==> config.mk <==
export PLATFORM = sky130hd
export DESIGN_NAME = dma_chan
export DESIGN_NICKNAME = d
export VERILOG_FILES = /design/src/rtl/dma_chan_pkg.sv /design/src/rtl/dma_chan_regs.sv /design/src/rtl/dma_chan_engine.sv /design/src/rtl/dma_chan.sv
export SDC_FILE = /design/constraint.sdc
export NUM_CORES = 1
export LEC_CHECK = 0
export BUFFER_PORTS_ARGS = -buffer_cell sky130_fd_sc_hd__buf_2
export CAP_MARGIN = 0
export CORE_AREA = 2 2 148 150
export CTS_CLUSTER_SIZE = 40
export DETAILED_ROUTE_END_ITERATION = 8
export DIE_AREA = 0 0 150 152
export GPL_TIMING_DRIVEN = 1
export HOLD_SLACK_MARGIN = 0.15
export PLACE_DENSITY = 0.77
export REMOVE_ABC_BUFFERS = 1
export SYNTH_ARGS = -nofsm -noshare
export SYNTH_HDL_FRONTEND = slang
export SYNTH_SLANG_ARGS = --single-unit
==> constraint.sdc <==
create_clock -name clk -period 3.2 [get_ports clk]
set_input_delay 0 -clock clk [delete_from_list [all_inputs] [get_ports clk]]
set_output_delay 0 -clock clk [all_outputs]
set_load 0.1 [all_outputs]
==> src/rtl/dma_chan_pkg.sv <==
`timescale 1ns/1ps
// Shared definitions for the quadword DMA channel: sequencer phases,
// register offsets and the position of the start bit.
package dma_chan_pkg;
    typedef enum logic [1:0] {
        PH_IDLE   = 2'd0,
        PH_ARM    = 2'd1,
        PH_MOVE   = 2'd2,
        PH_FINISH = 2'd3
    } phase_e;

    localparam logic [7:0] OFS_CTRL  = 8'h00;
    localparam logic [7:0] OFS_ADDR  = 8'h10;
    localparam logic [7:0] OFS_COUNT = 8'h20;
    localparam logic [7:0] OFS_TAG   = 8'h30;
    localparam logic [7:0] OFS_DONES = 8'h40;

    localparam int START_BIT = 8;
endpackage

==> src/rtl/dma_chan_regs.sv <==
`timescale 1ns/1ps
// Register block of the DMA channel.
// It holds the control, source address, count, tag and completion-counter
// registers, decodes CPU writes and serves combinational CPU reads.
// Assumptions: the sequencer tells it when a beat is taken and when a transfer
// finishes; all CPU writes are dropped while the sequencer is busy.
module dma_chan_regs
    import dma_chan_pkg::*;
#(
    parameter int REG_AW = 8,
    parameter int MEM_AW = 32,
    parameter int QWC_W  = 16,
    parameter int CNT_W  = 32,
    parameter int QW_W   = 128
) (
    input  logic              clk,
    input  logic              rst_n,
    input  logic              wr_en,
    input  logic [REG_AW-1:0] wr_addr,
    input  logic [31:0]       wr_data,
    input  logic [REG_AW-1:0] rd_addr,
    output logic [31:0]       rd_data,
    input  logic              busy,
    input  logic              beat_take,
    input  logic              finish,
    output logic              start_req,
    output logic [MEM_AW-1:0] madr,
    output logic [QWC_W-1:0]  qwc
);
    localparam logic [MEM_AW-1:0] STRIDE = MEM_AW'(QW_W / 8);

    logic [31:0]       ctrl_q;
    logic [MEM_AW-1:0] madr_q;
    logic [QWC_W-1:0]  qwc_q;
    logic [MEM_AW-1:0] tadr_q;
    logic [CNT_W-1:0]  dones_q;
    logic              wr_ok;

    // Writes are accepted only while the sequencer is idle.
    assign wr_ok     = wr_en && !busy;
    assign start_req = wr_ok && (wr_addr == REG_AW'(OFS_CTRL)) && wr_data[START_BIT];
    assign madr      = madr_q;
    assign qwc       = qwc_q;

    // Control register: CPU load when idle, start bit cleared by hardware on finish.
    always_ff @(posedge clk) begin
        if (!rst_n) begin
            ctrl_q <= '0;
        end else if (finish) begin
            ctrl_q[START_BIT] <= 1'b0;
        end else if (wr_ok && wr_addr == REG_AW'(OFS_CTRL)) begin
            ctrl_q <= wr_data;
        end
    end

    // Source address: advances one quadword per beat, else CPU load.
    always_ff @(posedge clk) begin
        if (!rst_n) begin
            madr_q <= '0;
        end else if (beat_take) begin
            madr_q <= madr_q + STRIDE;
        end else if (wr_ok && wr_addr == REG_AW'(OFS_ADDR)) begin
            madr_q <= MEM_AW'(wr_data);
        end
    end

    // Quadword count: decrements per beat, else CPU load.
    always_ff @(posedge clk) begin
        if (!rst_n) begin
            qwc_q <= '0;
        end else if (beat_take) begin
            qwc_q <= qwc_q - 1'b1;
        end else if (wr_ok && wr_addr == REG_AW'(OFS_COUNT)) begin
            qwc_q <= wr_data[QWC_W-1:0];
        end
    end

    // Tag address: plain CPU storage.
    always_ff @(posedge clk) begin
        if (!rst_n) begin
            tadr_q <= '0;
        end else if (wr_ok && wr_addr == REG_AW'(OFS_TAG)) begin
            tadr_q <= MEM_AW'(wr_data);
        end
    end

    // Completion counter: read-only, one step per finished transfer.
    always_ff @(posedge clk) begin
        if (!rst_n) begin
            dones_q <= '0;
        end else if (finish) begin
            dones_q <= dones_q + 1'b1;
        end
    end

    // CPU read multiplexer.
    always_comb begin
        rd_data = '0;
        if (rd_addr == REG_AW'(OFS_CTRL))       rd_data = ctrl_q;
        else if (rd_addr == REG_AW'(OFS_ADDR))  rd_data = 32'(madr_q);
        else if (rd_addr == REG_AW'(OFS_COUNT)) rd_data = 32'(qwc_q);
        else if (rd_addr == REG_AW'(OFS_TAG))   rd_data = 32'(tadr_q);
        else if (rd_addr == REG_AW'(OFS_DONES)) rd_data = 32'(dones_q);
    end

    // The start bit mirrors the sequencer's busy state.
    p_start_bit_busy_r4: assert property (@(posedge clk) disable iff (!rst_n)
        ctrl_q[START_BIT] == busy);

    // A write to the tag while busy leaves it unchanged.
    p_busy_tag_write_ignored_r10: assert property (@(posedge clk) disable iff (!rst_n)
        wr_en && busy |=> $stable(tadr_q));

    // The counter moves only on a finish.
    p_dones_only_on_finish_r3: assert property (@(posedge clk) disable iff (!rst_n)
        !finish |=> $stable(dones_q));
endmodule

==> src/rtl/dma_chan_engine.sv <==
`timescale 1ns/1ps
// Transfer sequencer of the DMA channel.
// It walks idle -> arm -> move -> finish, requests one quadword per cycle in
// the move phase and takes a beat on each granted cycle.
// Assumptions: grant returns data in the same cycle; the sink is always ready.
module dma_chan_engine
    import dma_chan_pkg::*;
#(
    parameter int QWC_W = 16
) (
    input  logic             clk,
    input  logic             rst_n,
    input  logic             start_req,
    input  logic [QWC_W-1:0] qwc,
    input  logic             grant,
    output logic             busy,
    output logic             arm,
    output logic             req,
    output logic             beat_take,
    output logic             finish
);
    phase_e ph_q, ph_d;
    logic   qwc_zero, qwc_last;

    assign qwc_zero  = (qwc == '0);
    assign qwc_last  = (qwc == QWC_W'(1));
    assign busy      = (ph_q != PH_IDLE);
    assign arm       = (ph_q == PH_ARM);
    assign req       = (ph_q == PH_MOVE);
    assign beat_take = req && grant;
    assign finish    = (ph_q == PH_FINISH);

    // Next-phase selection.
    always_comb begin
        ph_d = ph_q;
        unique case (ph_q)
            PH_IDLE:   if (start_req) ph_d = PH_ARM;
            PH_ARM:    ph_d = qwc_zero ? PH_FINISH : PH_MOVE;
            PH_MOVE:   if (grant && qwc_last) ph_d = PH_FINISH;
            PH_FINISH: ph_d = PH_IDLE;
            default:   ph_d = PH_IDLE;
        endcase
    end

    // Phase register.
    always_ff @(posedge clk) begin
        if (!rst_n) ph_q <= PH_IDLE;
        else        ph_q <= ph_d;
    end

    // An empty transfer goes straight from arm to finish.
    p_zero_count_skips_r9: assert property (@(posedge clk) disable iff (!rst_n)
        arm && qwc_zero |=> finish);

    // Finish lasts one cycle.
    p_finish_single_r8: assert property (@(posedge clk) disable iff (!rst_n)
        finish |=> !finish && !busy);

    // Arm is always followed by a request or a finish.
    p_arm_single_r5: assert property (@(posedge clk) disable iff (!rst_n)
        arm |=> !arm && (req || finish));
endmodule

==> src/rtl/dma_chan.sv <==
`timescale 1ns/1ps
// Single-channel quadword DMA: register block plus transfer sequencer.
// It reads the programmed number of quadwords from RAM and passes each one to
// an always-ready sink, then signals completion.
// Assumptions: grant and data belong to the address shown in the same cycle.
module dma_chan
    import dma_chan_pkg::*;
#(
    parameter int REG_AW = 8,
    parameter int MEM_AW = 32,
    parameter int QWC_W  = 16,
    parameter int CNT_W  = 32,
    parameter int QW_W   = 128
) (
    input  logic              clk,
    input  logic              rst_n,
    input  logic              reg_wr_en,
    input  logic [REG_AW-1:0] reg_wr_addr,
    input  logic [31:0]       reg_wr_data,
    input  logic [REG_AW-1:0] reg_rd_addr,
    output logic [31:0]       reg_rd_data,
    output logic              mem_rd_valid,
    output logic [MEM_AW-1:0] mem_rd_addr,
    input  logic              mem_rd_grant,
    input  logic [QW_W-1:0]   mem_rd_data,
    output logic              ev_start,
    output logic              ev_beat,
    output logic [QW_W-1:0]   beat_data,
    output logic              ev_done,
    output logic              irq
);
    localparam logic [MEM_AW-1:0] STRIDE = MEM_AW'(QW_W / 8);

    logic             busy, start_req, beat_take, finish, arm, req;
    logic [QWC_W-1:0] qwc;

    dma_chan_regs #(
        .REG_AW(REG_AW), .MEM_AW(MEM_AW), .QWC_W(QWC_W), .CNT_W(CNT_W), .QW_W(QW_W)
    ) u_regs (
        .clk(clk), .rst_n(rst_n),
        .wr_en(reg_wr_en), .wr_addr(reg_wr_addr), .wr_data(reg_wr_data),
        .rd_addr(reg_rd_addr), .rd_data(reg_rd_data),
        .busy(busy), .beat_take(beat_take), .finish(finish),
        .start_req(start_req), .madr(mem_rd_addr), .qwc(qwc)
    );

    dma_chan_engine #(.QWC_W(QWC_W)) u_engine (
        .clk(clk), .rst_n(rst_n),
        .start_req(start_req), .qwc(qwc), .grant(mem_rd_grant),
        .busy(busy), .arm(arm), .req(req), .beat_take(beat_take), .finish(finish)
    );

    // Event and sink outputs.
    assign mem_rd_valid = req;
    assign ev_start     = arm;
    assign ev_beat      = beat_take;
    assign beat_data    = mem_rd_data;
    assign ev_done      = finish;
    assign irq          = finish;

    // Events never overlap.
    p_events_exclusive_r5: assert property (@(posedge clk) disable iff (!rst_n)
        $onehot0({ev_start, ev_beat, ev_done}));

    // Each beat advances the address by one quadword.
    p_beat_addr_step_r6: assert property (@(posedge clk) disable iff (!rst_n)
        ev_beat && !$past(!rst_n) |=> mem_rd_addr == $past(mem_rd_addr) + STRIDE);

    // A denied request is repeated unchanged.
    p_retry_same_addr_r7: assert property (@(posedge clk) disable iff (!rst_n)
        mem_rd_valid && !mem_rd_grant |=> mem_rd_valid && $stable(mem_rd_addr));

    // The interrupt is a one-cycle pulse.
    p_irq_pulse_r8: assert property (@(posedge clk) disable iff (!rst_n)
        irq |=> !irq);

    // A start written while busy raises no new start event.
    p_busy_start_ignored_r10: assert property (@(posedge clk) disable iff (!rst_n)
        reg_wr_en && mem_rd_valid |=> !ev_start);
endmodule

Word level (Yosys, flattened, before mapping). Index checks and enable logic that the tools add are counted.

Register bits after elaboration: 146. Bits of input ports: 180. Output and inout port bits: 197. Word-level logic and storage cells: 57.

Add/subtract/negate cells: 3. Equal/unequal tests: 13. Multiplexer cells: 13. Bitwise logic cells: 2. Reductions and logical operators: 19.

Operators with widths (number): $mux 32 (7); $add 32x1->32 const B (1); $add 32x5->32 const B (1); $eq 8x6->1 const B (4); $mux 16 (2); $eq 16x1->1 const B (1); $eq 8x5->1 const B (2); $logic_not 16->1 (1); $logic_not 8->1 (2); $sub 16x1->16 const B (1); $eq 8x7->1 const B (1); $logic_and 1x1->1 (8); $pmux 2 s4 (1); $reduce_bool 2->1 (3); $eq 2x2->1 const B (2); $mux 2 (2); $ne 2x2->1 const B (2); $reduce_and 2->1 (2); $eq 2x1->1 const B (1); $logic_not 2->1 (1); $not 1->1 (2); $reduce_or 2->1 (1); $logic_not 1->1 (1); $mux 1 (1).

Depth between registers and ports, before layout. Gate-level depths: netlist (run 1).

Word-level depth: 7. Depth in mapped cells: 10.

Modules after synthesis. Synthesis (run 1) repeated with hierarchy kept, for this count alone.

Cells, all modules: 1121. Area total of the unflattened synthesis: 8663.3 um^2.

Modules (own cells, without submodules): dma_chan_regs (times used 1, cells an instance 956, area each 7420.9 um^2, seq. area each 2882.8 um^2); dma_chan (times used 1, cells an instance 129, area each 968.4 um^2, seq. area each 0.0 um^2); dma_chan_engine (times used 1, cells an instance 36, area each 274.0 um^2, seq. area each 40.0 um^2).

Worst setup path before layout (run 1). Ideal clock, no wire load.

Path type: register -> register. Start: register u_engine.ph_q[0]. End: register u_regs.qwc_q[7], in the netlist u_regs.qwc[7]. Library setup time: 0.128 ns. Arrival time: 3.534 ns. Slack: -0.462 ns. Cell stages (with the launch flop): 9. Path buffers: 1. Path through: dfxtp_1 > inv_1 > ha_1 > nand2_1 > clkinv_1 > clkbuf_1 > o21ai_0 > a221oi_1 > nor2_1.

Elaborated cells on any way between the ends: 8. Those cells by class: eq/ne (1); mux (1); reduce/logical (6).

RTL lines: start, declared (RTL line dma_chan_engine.sv:22) `phase_e ph_q, ph_d;`; start signal, assigned (RTL line dma_chan_engine.sv:48) `else ph_q <= ph_d;`; $eq 2x2->1 * (RTL line dma_chan_engine.sv:29) `assign req = (ph_q == PH_MOVE);`; via mem_rd_valid (RTL line dma_chan.sv:22) `output logic mem_rd_valid,`; $logic_and 1x1->1 * (RTL line dma_chan_engine.sv:30) `assign beat_take = req && grant;`; via ev_beat (RTL line dma_chan.sv:27) `output logic ev_beat,`; $mux 16 / $reduce_bool 2->1 (equally long branches); end signal, assigned (RTL line dma_chan_regs.sv:72) `qwc_q <= qwc_q - 1'b1;`; end signal, assigned (RTL line dma_chan_regs.sv:74) `qwc_q <= wr_data[QWC_W-1:0];`; end, declared (RTL line dma_chan_regs.sv:34) `logic [QWC_W-1:0] qwc_q;`.

Mark *: on every way through the listed nets, which the timed path passes. The rest lies on a longest branch. A chain may end at the register's enable or synchronous reset.

Worst setup path in the final report (run 1).
Start: register u_engine.ph_q[0]. End: register u_regs.ctrl_q[26].

Cells in the longest elaborated chain, start to end: 5. Elaborated cells on any way between the ends: 7. Those cells by class: eq/ne (1); bitwise (1); reduce/logical (5).

Ends and longest elaborated chain: $reduce_bool 2->1 (RTL line dma_chan_engine.sv:27) `assign busy = (ph_q != PH_IDLE);`; $logic_not 1->1 (RTL line dma_chan_regs.sv:40) `assign wr_ok = wr_en && !busy;`; $logic_and 1x1->1 (RTL line dma_chan_regs.sv:40); $logic_and 1x1->1 (RTL line dma_chan_regs.sv:51) `end else if (wr_ok && wr_addr == REG_AW'(OFS_CTRL)) begin`; $reduce_and 2->1 (no line) *; end signal, assigned (RTL line dma_chan_regs.sv:52) `ctrl_q <= wr_data;`; end, declared (RTL line dma_chan_regs.sv:32) `logic [31:0] ctrl_q;`.

Every way passes the cells marked *; elsewhere a longest branch is shown, timed or not.

==> summary.md, run 1 <==
| Metric | Value |
|---|---|
| Yosys reg bits | `146` |
| Sw Ratio | `0.338` |
| Distinct cells, synth | `65` |
| Clock Skew | `10.1 ps` |
| Worst-Margin Slew | `1210 ps` |
| Worst min path class | `in2reg` |
| Iter 0 DRT Violations | `1464` |
| Average wire per standard cell | `between 20 and 30 µm` |
| Status | `complete, no violations` |
| Latest clock arrival within the worst-skew pair | `between 400 and 500 ps` |
| Global-route wire length before repair | `63.8 mm` |
| Max Slew Vio Count | `0` |
| Mapped Area | `8420 µm²` |
| Core area | `approximately 21000 µm²` |
| Post-synth EDFFs | `0` |
| Sequential fraction of design power | `0.366` |
| Syn Inst Count | `1106` |
| Rows | `54` |
| Final Hold Fails | `0` |
| Final cycle utilization of the critical path | `0.828` |
| Vias in the first global route | `8512` |
| Minimum clock period | `roughly 2600 ps` |
| Max Cap Viol | `0` |
| Pint | `~3.3 mW` |
| Syn Area/Cell | `7.61 µm²` |
| Most frequent cells in the layout | `177 x nand2_1, 164 x dlygate4sd3_1, 146 x dfxtp_1, 144 x a21oi_1, 104 x buf_2` |
| Critical path type | `reg2reg` |
| Hold path cells | `5` |
| Highest Clock Rate | `377 MHz` |
| Via-per-instance ratio | `5.99` |
| Yosys warns | `0` |
| Setup TNS | `0 ps` |
| Net Sw Power | `~1.7 mW` |
| Routability cong. | `slightly below 1` |
| Crit Path Max Fanout | `19` |
| Clock power share | `0.420` |
| CTS buffer count | `17` |
| Post-DP Area | `8580 µm²` |
| Post-route ant nets | `0` |
| Post-synthesis async set-or-reset flop share | `0` |
| Final #Nets | `1430` |
| Initial antenna violation count | `46` |
| Post-Route WL | `46.6 mm` |
| R2r startpoint | `u_engine.ph_q[0]$_SDFFE_PN0P_` |
| Io pins | `377` |
| Crit path from | `u_engine.ph_q[0]$_SDFFE_PN0P_` |
| Overall die width | `150 µm` |
| DRC violations left | `0` |
| TritonCTS clock tree | `yes` |
| Slew margin rel. | `0.190` |
| Setup crit end kind | `flip-flop` |
| Total global routing track utilization | `0.398` |
| DP HPWL | `36.8 mm` |
| Pwr dens | `456 nW/µm²` |
| DRT Pass-1 Iters | `6` |
| Final setup viols | `0` |
| Area growth from synthesis to layout | `30.2%` |
| Register area share after synthesis | `0.347` |
| Hold Startpoint | `reg_wr_addr[6]` |
| GRT overflow | `0` |
| LEAKAGE | `4.00 nW` |
| Crit path DAT | `~2900 ps` |
| Initial Util | `0.394` |
| Commonest non-fill, non-tap cell in the layout | `nand2_1` |
| Largest net degree at the start of global routing | `79` |
| Worst EP required | `between 3000 and 4000 ps` |
| Type of origin of the critical path | `flip-flop` |
| Share of cells above drive strength 1 | `0.154` |
| Clk pin slew, worst setup/hold paths | `approximately 60 ps` |
| Die area | `~23000 µm²` |
| Die Span Y | `between 150 and 200 µm` |
| Reg2reg path depth | `8` |
| Longest Clk Path Bufs | `2` |
| Max VDD drop | `269 µV` |
| Number of H-tree levels | `4` |
| Design area | `11000 µm²` |
| CTS Root Cell | `clkbuf_16` |
| Primary FF master, synth | `dfxtp_1` |
| Comb pwr share | `0.214` |
| IO buf count | `120` |
| RSZ-0062 raised after global routing | `false` |
| Via Count | `approximately 9500` |
| Clk sink count | `roughly 150` |
## flip-flops by register name, summed over array words and instances, names as in the netlist
register	cells
u_regs.ctrl_q	32
u_regs.tadr_q	32
u_engine.ph_q	2
u_regs.qwc	16
u_regs.madr	32
u_regs.dones_q	32
## cells in the mapped netlist, types with 2 or more instances
master	instances	area, µm²
a211oi_1	3	22.5
a21oi_1	144	721
a222oi_1	16	160
a22oi_1	17	128
a2bb2oi_1	6	52.6
a31oi_1	5	31.3
and2_1	4	25.0
and3_1	7	43.8
and4_1	11	96.3
buf_2	13	65.1
buf_4	129	968
buf_6	2	22.5
clkbuf_1	51	191
dfxtp_1	146	2920
ha_1	9	113
inv_1	15	56.3
mux2_2	2	22.5
mux2i_1	22	220
nand2_1	177	664
nand2b_1	5	31.3
nand3_1	37	185
nand4_1	19	119
nor2_1	96	360
nor2b_1	2	12.5
nor3_1	25	125
nor4_1	16	100
nor4_2	2	25.0
o2111a_1	2	22.5
o211ai_1	5	37.5
o21a_1	4	30.0
o21ai_0	32	160
o311ai_0	4	35.0
o41ai_1	3	26.3
or3_1	13	81.3
or4_1	7	52.6
xnor2_1	22	193
xor2_1	5	43.8
## routing by layer
| metal | up-vias | track usage | wire, µm |
|---|---|---|---|
| li1 | 4113 | - | - |
| met5 | - | 0.0217 | 94 |
| met2 | 788 | 0.588 | 19900 |
| met1 | 4432 | 0.472 | 16800 |
| met4 | 10 | 0.167 | 2060 |
| met3 | 130 | 0.221 | 7680 |
## layout make-up
class / instances / area [µm²]
antenna: 47 / 118
tap: 280 / 350
fill: 2016 / 10400
inverter: 17 / 65.1
timing repair buffer: 312 / 2690
multi-input combinational: 747 / 4190
sequential: 146 / 2920
clock inverter: 9 / 128
clock buffer: 23 / 488
## critical path: stages (launching register included)
cell and delay, ps:
dfxtp_1 350, inv_1 140, ha_1 210, nand4bb_1 310
or4_1 560, or2_1 450, buf_4 310, nand2_1 90
a21oi_1 60
## path summary, 6_finish.rpt
check / to / slack (ps)
setup / recovery: u_regs.ctrl_q[26]$_SDFFE_PN0P_ / 550
hold / removal: u_regs.ctrl_q[8]$_SDFFE_PP0N_ / 200
setup reg to reg: u_regs.ctrl_q[26]$_SDFFE_PN0P_ / 550
hold reg to reg: u_regs.tadr_q[2]$_SDFFE_PN0P_ / 450
## power groups by stage
stage | Sequential [mW] | Combinational [mW] | Clock [mW]
floorplan | 1.87 | 0.0660 | 0
global placement | 1.86 | 0.174 | 0
detailed placement | 1.86 | 0.175 | 0
CTS | 1.82 | 1.05 | 2.10
global route | 1.82 | 1.07 | 2.16
finish | 1.82 | 1.07 | 2.10
## timing repair
item	4_1_cts	5_1_grt
resized for setup	0	0
hold endpoints to repair	246	0
hold buffers	164	0
setup buffers	0	0
## metrics by stage
| step | setup slack (ps) | cells | hold WS [ps] | total power, mW | utilization |
|---|---|---|---|---|---|
| final | 550 | 1581 | 203 | 4.99 | 0.513 |
| after global routing | 399 | 1564 | 251 | 5.05 | 0.511 |
| after CTS | 585 | 1534 | 182 | 4.97 | 0.508 |
| after detailed placement | 602 | 1338 | 5.50 | 2.04 | 0.402 |
| after global placement | 694 | 1338 | 5.50 | 2.04 | 0.402 |
| after floorplan | -1550 | 910 | 0 | 1.93 | - |
## logic make-up (layout without fill, tap and decap cells)
kind of cell | after synthesis | after routing | synth area share
and+or+nand+nor | 430 | 430 | 0.239
muxes | 24 | 24 | 0.0288
buffers and inverters | 213 | 361 | 0.156
AOI/OAI and AO/OA | 257 | 257 | 0.187
adders and majority gates | 9 | 9 | 0.0134
other | 0 | 47 | 0
xor gates and xnor gates | 27 | 27 | 0.0281
DFF | 146 | 146 | 0.347
Note: power is estimated with default switching activity, not from simulation.
==> inputs of run 2 (changes only) <==
Settings changed: ABC_AREA from default to 1, CORE_AREA 2 2 148 150 to default, CORE_UTILIZATION from default to 45, DIE_AREA 0 0 150 152 to default, PLACE_DENSITY 0.77 to 0.86.
Clock period 3.2 ns to 2.15 ns, I/O delays scaled along.
==> run 2 against run 1 <==
Net effect:
- setup slack worse by 470 ps
- register-to-register slack worse by 470 ps
- sequential share of layout area fell by 2.8 points
- core utilization increased by 8.9 points
- critical path depth increased by 2
- clock power is 47% higher
- critical path type unchanged
- highest routed layer unchanged
==> summary.md, run 2 <==
| Metric | Value |
|---|---|
| Iter 0 DRT Violations | `1399` |
| RSZ-0062 raised after global routing | `false` |
| Yosys reg bits | `146` |
| Register area share after synthesis | `0.312` |
| Slew margin rel. | `0.175` |
| Clk pin slew, worst setup/hold paths | `70 ps` |
| Die Span Y | `146 µm` |
| Crit Path Max Fanout | `22` |
| Tot Pwr | `7.40 mW` |
| CTS Root Cell | `clkbuf_16` |
| Largest net degree at the start of global routing | `65` |
| Synth Area in Adders | `0.0120` |
| Overall die width | `146 µm` |
| Worst EP required | `2470 ps` |
| Share of cells above drive strength 1 | `0.119` |
| Metal1 wirelength | `around 19 mm` |
| DP HPWL | `41.4 mm` |
| Max Cap Viol | `0` |
| Synth top area cells | `dfxtp_1 31%, nand2_1 16%, buf_4 10%, inv_1 7.0%, a21oi_1 6.5%` |
| Final Hold Fails | `0` |
| Final cycle utilization of the critical path | `0.961` |
| Largest family of logic cells by synthesized area | `simple AND/OR/NAND/NOR gates` |
| Number of fill cells | `1880` |
| Vias in the first global route | `9786` |
| Mapped Area | `9370 µm²` |
| Post-Route WL | `51.4 mm` |
| Commonest non-fill, non-tap cell in the layout | `nand2_1` |
| Routability cong. | `1.06` |
| Syn Inst Count | `approximately 1500` |
| Area growth from synthesis to layout | `30.6%` |
| Minimum clock period | `2070 ps` |
| DR WL met3 | `7.20 mm` |
| Worst min path class | `in2out` |
| Synth top cells by count | `402 x nand2_1, 174 x inv_1, 155 x nor2_1, 146 x dfxtp_1, 130 x buf_4` |
| Via Count | `11200` |
| GRT overflow | `0` |
| Crit path DAT | `2380 ps` |
| Initial antenna violation count | `51` |
| Place WS | `between 80 and 90 ps` |
| Critical path type | `reg2reg` |
| CTS buffer count | `17` |
| Status | `complete, no violations` |
| Global-route wire length before repair | `slightly above 70 mm` |
| TritonCTS clock tree | `yes` |
| Setup crit end kind | `flip-flop` |
| DRC violations left | `0` |
| Highest metal used | `met5` |
| Primary FF master, synth | `dfxtp_1` |
| Post-synth EDFFs | `0` |
| Final setup viols | `0` |
| Pwr dens | `605 nW/µm²` |
| Syn Area/Cell | `6.22 µm²` |
| Most common cell in the netlist | `nand2_1` |
| Longest Clk Path Bufs | `2` |
| Total global routing track utilization | `0.469` |
| Fin worst setup slack | `84.7 ps` |
| Clock Skew | `6.49 ps` |
| Met2 WL | `21.2 mm` |
| Average wire per standard cell | `25.8 µm` |
| Final #Nets | `around 1800` |
| LEAKAGE | `5.13 nW` |
| Share of the synthesized area in the top cell type | `0.312` |
| Die area | `roughly 21000 µm²` |
| Type of origin of the critical path | `flip-flop` |
| Rows | `52` |
| DRT Pass-1 Iters | `7` |
| Max VDD drop | `562 µV` |
| Most frequent cells in the layout | `402 x nand2_1, 174 x inv_1, 163 x dlygate4sd3_1, 152 x nor2_1, 146 x dfxtp_1` |
| Number of H-tree levels | `4` |
| Crit path from | `u_engine.ph_q[1]$_SDFFE_PN0P_` |
| Synth Area in Compound Gates | `0.146` |
| IO buf count | `120` |
| Io pins | `377` |
| Post-route ant nets | `0` |
| Synth Area in XOR/XNOR | `0.0168` |
| Via-per-instance ratio | `5.61` |
| Highest Clock Rate | `484 MHz` |
| Yosys warns | `0` |
| Initial Util | `0.462` |
| Worst-Margin Slew | `1230 ps` |
| Hold Startpoint | `mem_rd_data[117]` |
| Clk sink count | `~150` |
| Yosys top cell by area | `dfxtp_1` |
| Post-synthesis async set-or-reset flop share | `0` |
| Proportion of synthesized area in mux cells | `0` |
| R2r startpoint | `u_engine.ph_q[1]$_SDFFE_PN0P_` |
| Core area | `20300 µm²` |
| Latest clock arrival within the worst-skew pair | `430 ps` |
| Max Slew Vio Count | `0` |
| Simple logic cell fraction of the synthesized area | `0.312` |
| Distinct cells, synth | `34` |
## run 2: cell count changes in the layout (fill, tap and decap cells not counted), sizes merged, moves of 14 or more
cell / change
nor4: -17
o21ai: +73
a22oi: -17
a222oi: -16
or3: -14
nand3: +76
inv: +170
a21oi: -24
nand2: +226
mux2i: -22
nor2: +62
## run 2: path summary, 6_finish.rpt
path | end | slack [ps] | cells past startpoint
worst max-delay path | u_regs.madr[12]$_SDFFE_PN0P_ | 80 | 10
worst min-delay path | beat_data[117] | 160 | 1
worst min register to register | u_regs.ctrl_q[3]$_SDFFE_PN0P_ | 450 | 2
worst max register to register | u_regs.madr[12]$_SDFFE_PN0P_ | 80 | 10
## run 2: report_power, final
group	switching (mW)	total, mW	internal (mW)	leakage [nW]
Clock	1.34	3.09	1.75	0.291
Combinational	1.32	1.60	0.279	3.67
Sequential	0.00631	2.72	2.71	1.18
Total	2.66	7.40	4.74	5.13
## run 2: critical path: stages, from the launching register on
cell and delay [ps]:
dfxtp_1 350, inv_1 130, ha_1 220, nand3_1 100
nor2_2 190, nand2_1 220, nor2_2 210, buf_8 230
inv_2 70, o21ai_0 170, a21oi_1 60
## run 2: metal layers
metal	global-route usage	up-vias
met3	0.211	219
li1	-	5022
met5	0	-
met4	0.269	10
met1	0.563	5050
met2	0.689	891
## run 2: final cells by class
| class | count | area (µm²) | share of cell area |
|---|---|---|---|
| Tap cell | 270 | 338 | 0.0276 |
| Inverter | 181 | 683 | 0.0559 |
| Sequential cell | 146 | 2920 | 0.239 |
| Timing Repair Buffer | 312 | 2970 | 0.243 |
| Antenna cell | 57 | 143 | 0.0117 |
| Clock buffer | 18 | 429 | 0.0351 |
| Multi-Input combinational cell | 996 | 4570 | 0.374 |
| Clock inverter | 14 | 169 | 0.0138 |
## run 2: stage by stage
step	hold slack, ps	area [µm²]	setup TNS (ps)	util	instances
after global routing	157	12200	0	0.600	1970
after CTS	161	12100	0	0.595	1937
after floorplan	0	8160	-213600	-	1323
after global placement	1.87	9830	0	0.484	1741
after detailed placement	1.87	9830	0	0.484	1741
final	157	12200	0	0.603	1994
## run 2: logic make-up after synthesis
logic type / after synthesis
fa+ha+maj: 9
simple gates: 711
compound gates: 258
xor+xnor: 18
flops: 146
buf+inv: 365
## run 2: timing repair
| item | in CTS | in global routing |
|---|---|---|
| gates resized for setup | 0 | 3 |
| setup endpoints to repair | 0 | 19 |
| setup buffers | 0 | 0 |
| hold endpoints to repair | 245 | 0 |
| hold buffers | 164 | 0 |
==> inputs of run 3 (changes only) <==
Settings changed: CORE_AREA from default to 2 2 146 148, CORE_UTILIZATION 45 to default, CTS_BUF_LIST from default to sky130_fd_sc_hd__clkbuf_8, CTS_CLUSTER_SIZE 40 to 12, DIE_AREA from default to 0 0 148 150, PLACE_DENSITY 0.86 to 0.87.
==> run 3 against run 2 <==
Net effect:
- highest routed layer unchanged
- via count increased by 1.2%
- register-to-register slack gained 110 ps
- non-clock buffer count shrank 3
- power shrank 7.7%
- maximum frequency rose by 5.8%
- largest cell class unchanged
- die area up 3.7%
- combinational power hardly changed
==> summary.md, run 3 (synthesis gave the netlist of run 2 again) <==
| Metric | Value |
|---|---|
| Status | `complete, no violations` |
| Final core utilization | `0.580` |
| Core area | `20700 µm²` |
| Area growth from synthesis to layout | `28.0%` |
| Worst-Margin Slew | `1200 ps` |
| Critical path type | `reg2reg` |
| Largest net degree at the start of global routing | `slightly above 90` |
| Via-per-instance ratio | `5.74` |
| Clock Skew | `just over 20 ps` |
| Type of origin of the critical path | `flip-flop` |
| Worst EP required | `~2500 ps` |
| Overall die width | `148 µm` |
| Max VDD drop | `435 µV` |
| WHS | `211 ps` |
| Die area | `22200 µm²` |
| Total global routing track utilization | `0.445` |
| Pwr dens | `570 nW/µm²` |
| Io pins | `377` |
| Via Count | `11300` |
| Post-CTS setup buffer count | `0` |
| Fin worst setup slack | `just under 200 ps` |
| Max Cap Viol | `0` |
| Average wire per standard cell | `between 20 and 30 µm` |
| Crit Path Max Fanout | `9` |
| Post-route ant nets | `0` |
| Post-route insts no fill | `1975` |
| Global-route wire length before repair | `70.9 mm` |
| Tot Pwr | `6.83 mW` |
| Longest Clk Path Bufs | `2` |
| Latest clock arrival within the worst-skew pair | `470 ps` |
| Share of cells above drive strength 1 | `0.119` |
| Initial antenna violation count | `40` |
| Setup crit end kind | `flip-flop` |
| DP HPWL | `40.2 mm` |
| Post-Route WL | `50.2 mm` |
| Post-DP Area | `between 9000 and 10000 µm²` |
| Vias in the first global route | `10100` |
| Reg2reg path depth | `11` |
| DRT Pass-1 Iters | `6` |
| GRT overflow | `0` |
| Design area | `around 12000 µm²` |
| Setup TNS | `0 ps` |
| RSZ-0062 raised after global routing | `false` |
| Clk pin slew, worst setup/hold paths | `around 100 ps` |
| Final setup viols | `0` |
| Most frequent cells in the layout | `401 x nand2_1, 172 x inv_1, 164 x dlygate4sd3_1, 152 x nor2_1, 145 x dfxtp_1` |
| Slew margin rel. | `0.199` |
| Place WS | `155 ps` |
| Minimum clock period | `1950 ps` |
| Highest Clock Rate | `512 MHz` |
| Final Hold Fails | `0` |
| Max Slew Vio Count | `0` |
| Commonest non-fill, non-tap cell in the layout | `nand2_1` |
| Crit path DAT | `about 2300 ps` |
| CTS buffer count | `17` |
| Initial Util | `0.453` |
| Number of H-tree levels | `4` |
| DRC violations left | `0` |
| Hold path cells | `9` |
| Final #Nets | `roughly 1800` |
| Clk sink count | `146` |
| TritonCTS clock tree | `yes` |
| Final cycle utilization of the critical path | `0.908` |
| Iter 0 DRT Violations | `1652` |
| Rows | `53` |
| IO buf count | `120` |
| LEAKAGE | `5.05 nW` |
| Worst min path class | `in2reg` |
| Die Span Y | `150 µm` |
| CTS Root Cell | `clkbuf_8` |
| Routability cong. | `1.03` |
| Placed Cells | `around 1700` |
-- run 3: cell type report --
class,instances,area [µm²]
clock inverters,14,203
diodes,36,90.1
clock buffers,18,248
fillers,1929,8700
flip-flops and latches,146,2920
multi-input cells,996,4580
repair buffers,309,2920
inverters,181,679
well taps,275,344
-- run 3: worst paths after layout --
check                                 startpoint                        endpoint  slack, ps
setup / recovery   u_engine.ph_q[1]$_SDFFE_PN0P_      u_regs.qwc[5]$_SDFFE_PN0P_        200
hold / removal                      mem_rd_grant   u_engine.ph_q[0]$_SDFFE_PN0P_        210
setup reg to reg   u_engine.ph_q[1]$_SDFFE_PN0P_      u_regs.qwc[5]$_SDFFE_PN0P_        200
hold reg to reg   u_regs.ctrl_q[15]$_SDFFE_PN0P_  u_regs.ctrl_q[15]$_SDFFE_PN0P_        450
-- run 3: per-layer routing --
| metal | global-route usage | vias up | wire, µm |
|---|---|---|---|
| met1 | 0.540 | 5212 | 18400 |
| met2 | 0.684 | 940 | 21700 |
| met4 | 0.189 | 6 | 2540 |
| met3 | 0.201 | 187 | 7500 |
| li1 | - | 4983 | - |
| met5 | 0 | - | 43 |
-- run 3: critical path, stage by stage (launching register included) --
cell,delay [ps]
dfxtp_1,360
inv_2,100
ha_2,210
nand3_1,130
nor2_1,160
nand2_2,180
nand2_1,130
clkinv_1,250
nand2_1,130
nand3_1,80
nand2_1,60
inv_1,40
-- run 3: power by group --
part | switching (mW) | internal (mW) | total, mW
clock | 1.20 | 1.31 | 2.51
combinational | 1.33 | 0.280 | 1.61
sequential | 0.00682 | 2.71 | 2.71
total | 2.53 | 4.30 | 6.83
-- run 3: what timing repair did --
item / 4_1_cts / 5_1_grt
hold buffers: 165 / 0
hold endpoints to repair: 274 / 0
setup endpoints to repair: 0 / 28
gates resized for setup: 0 / 7
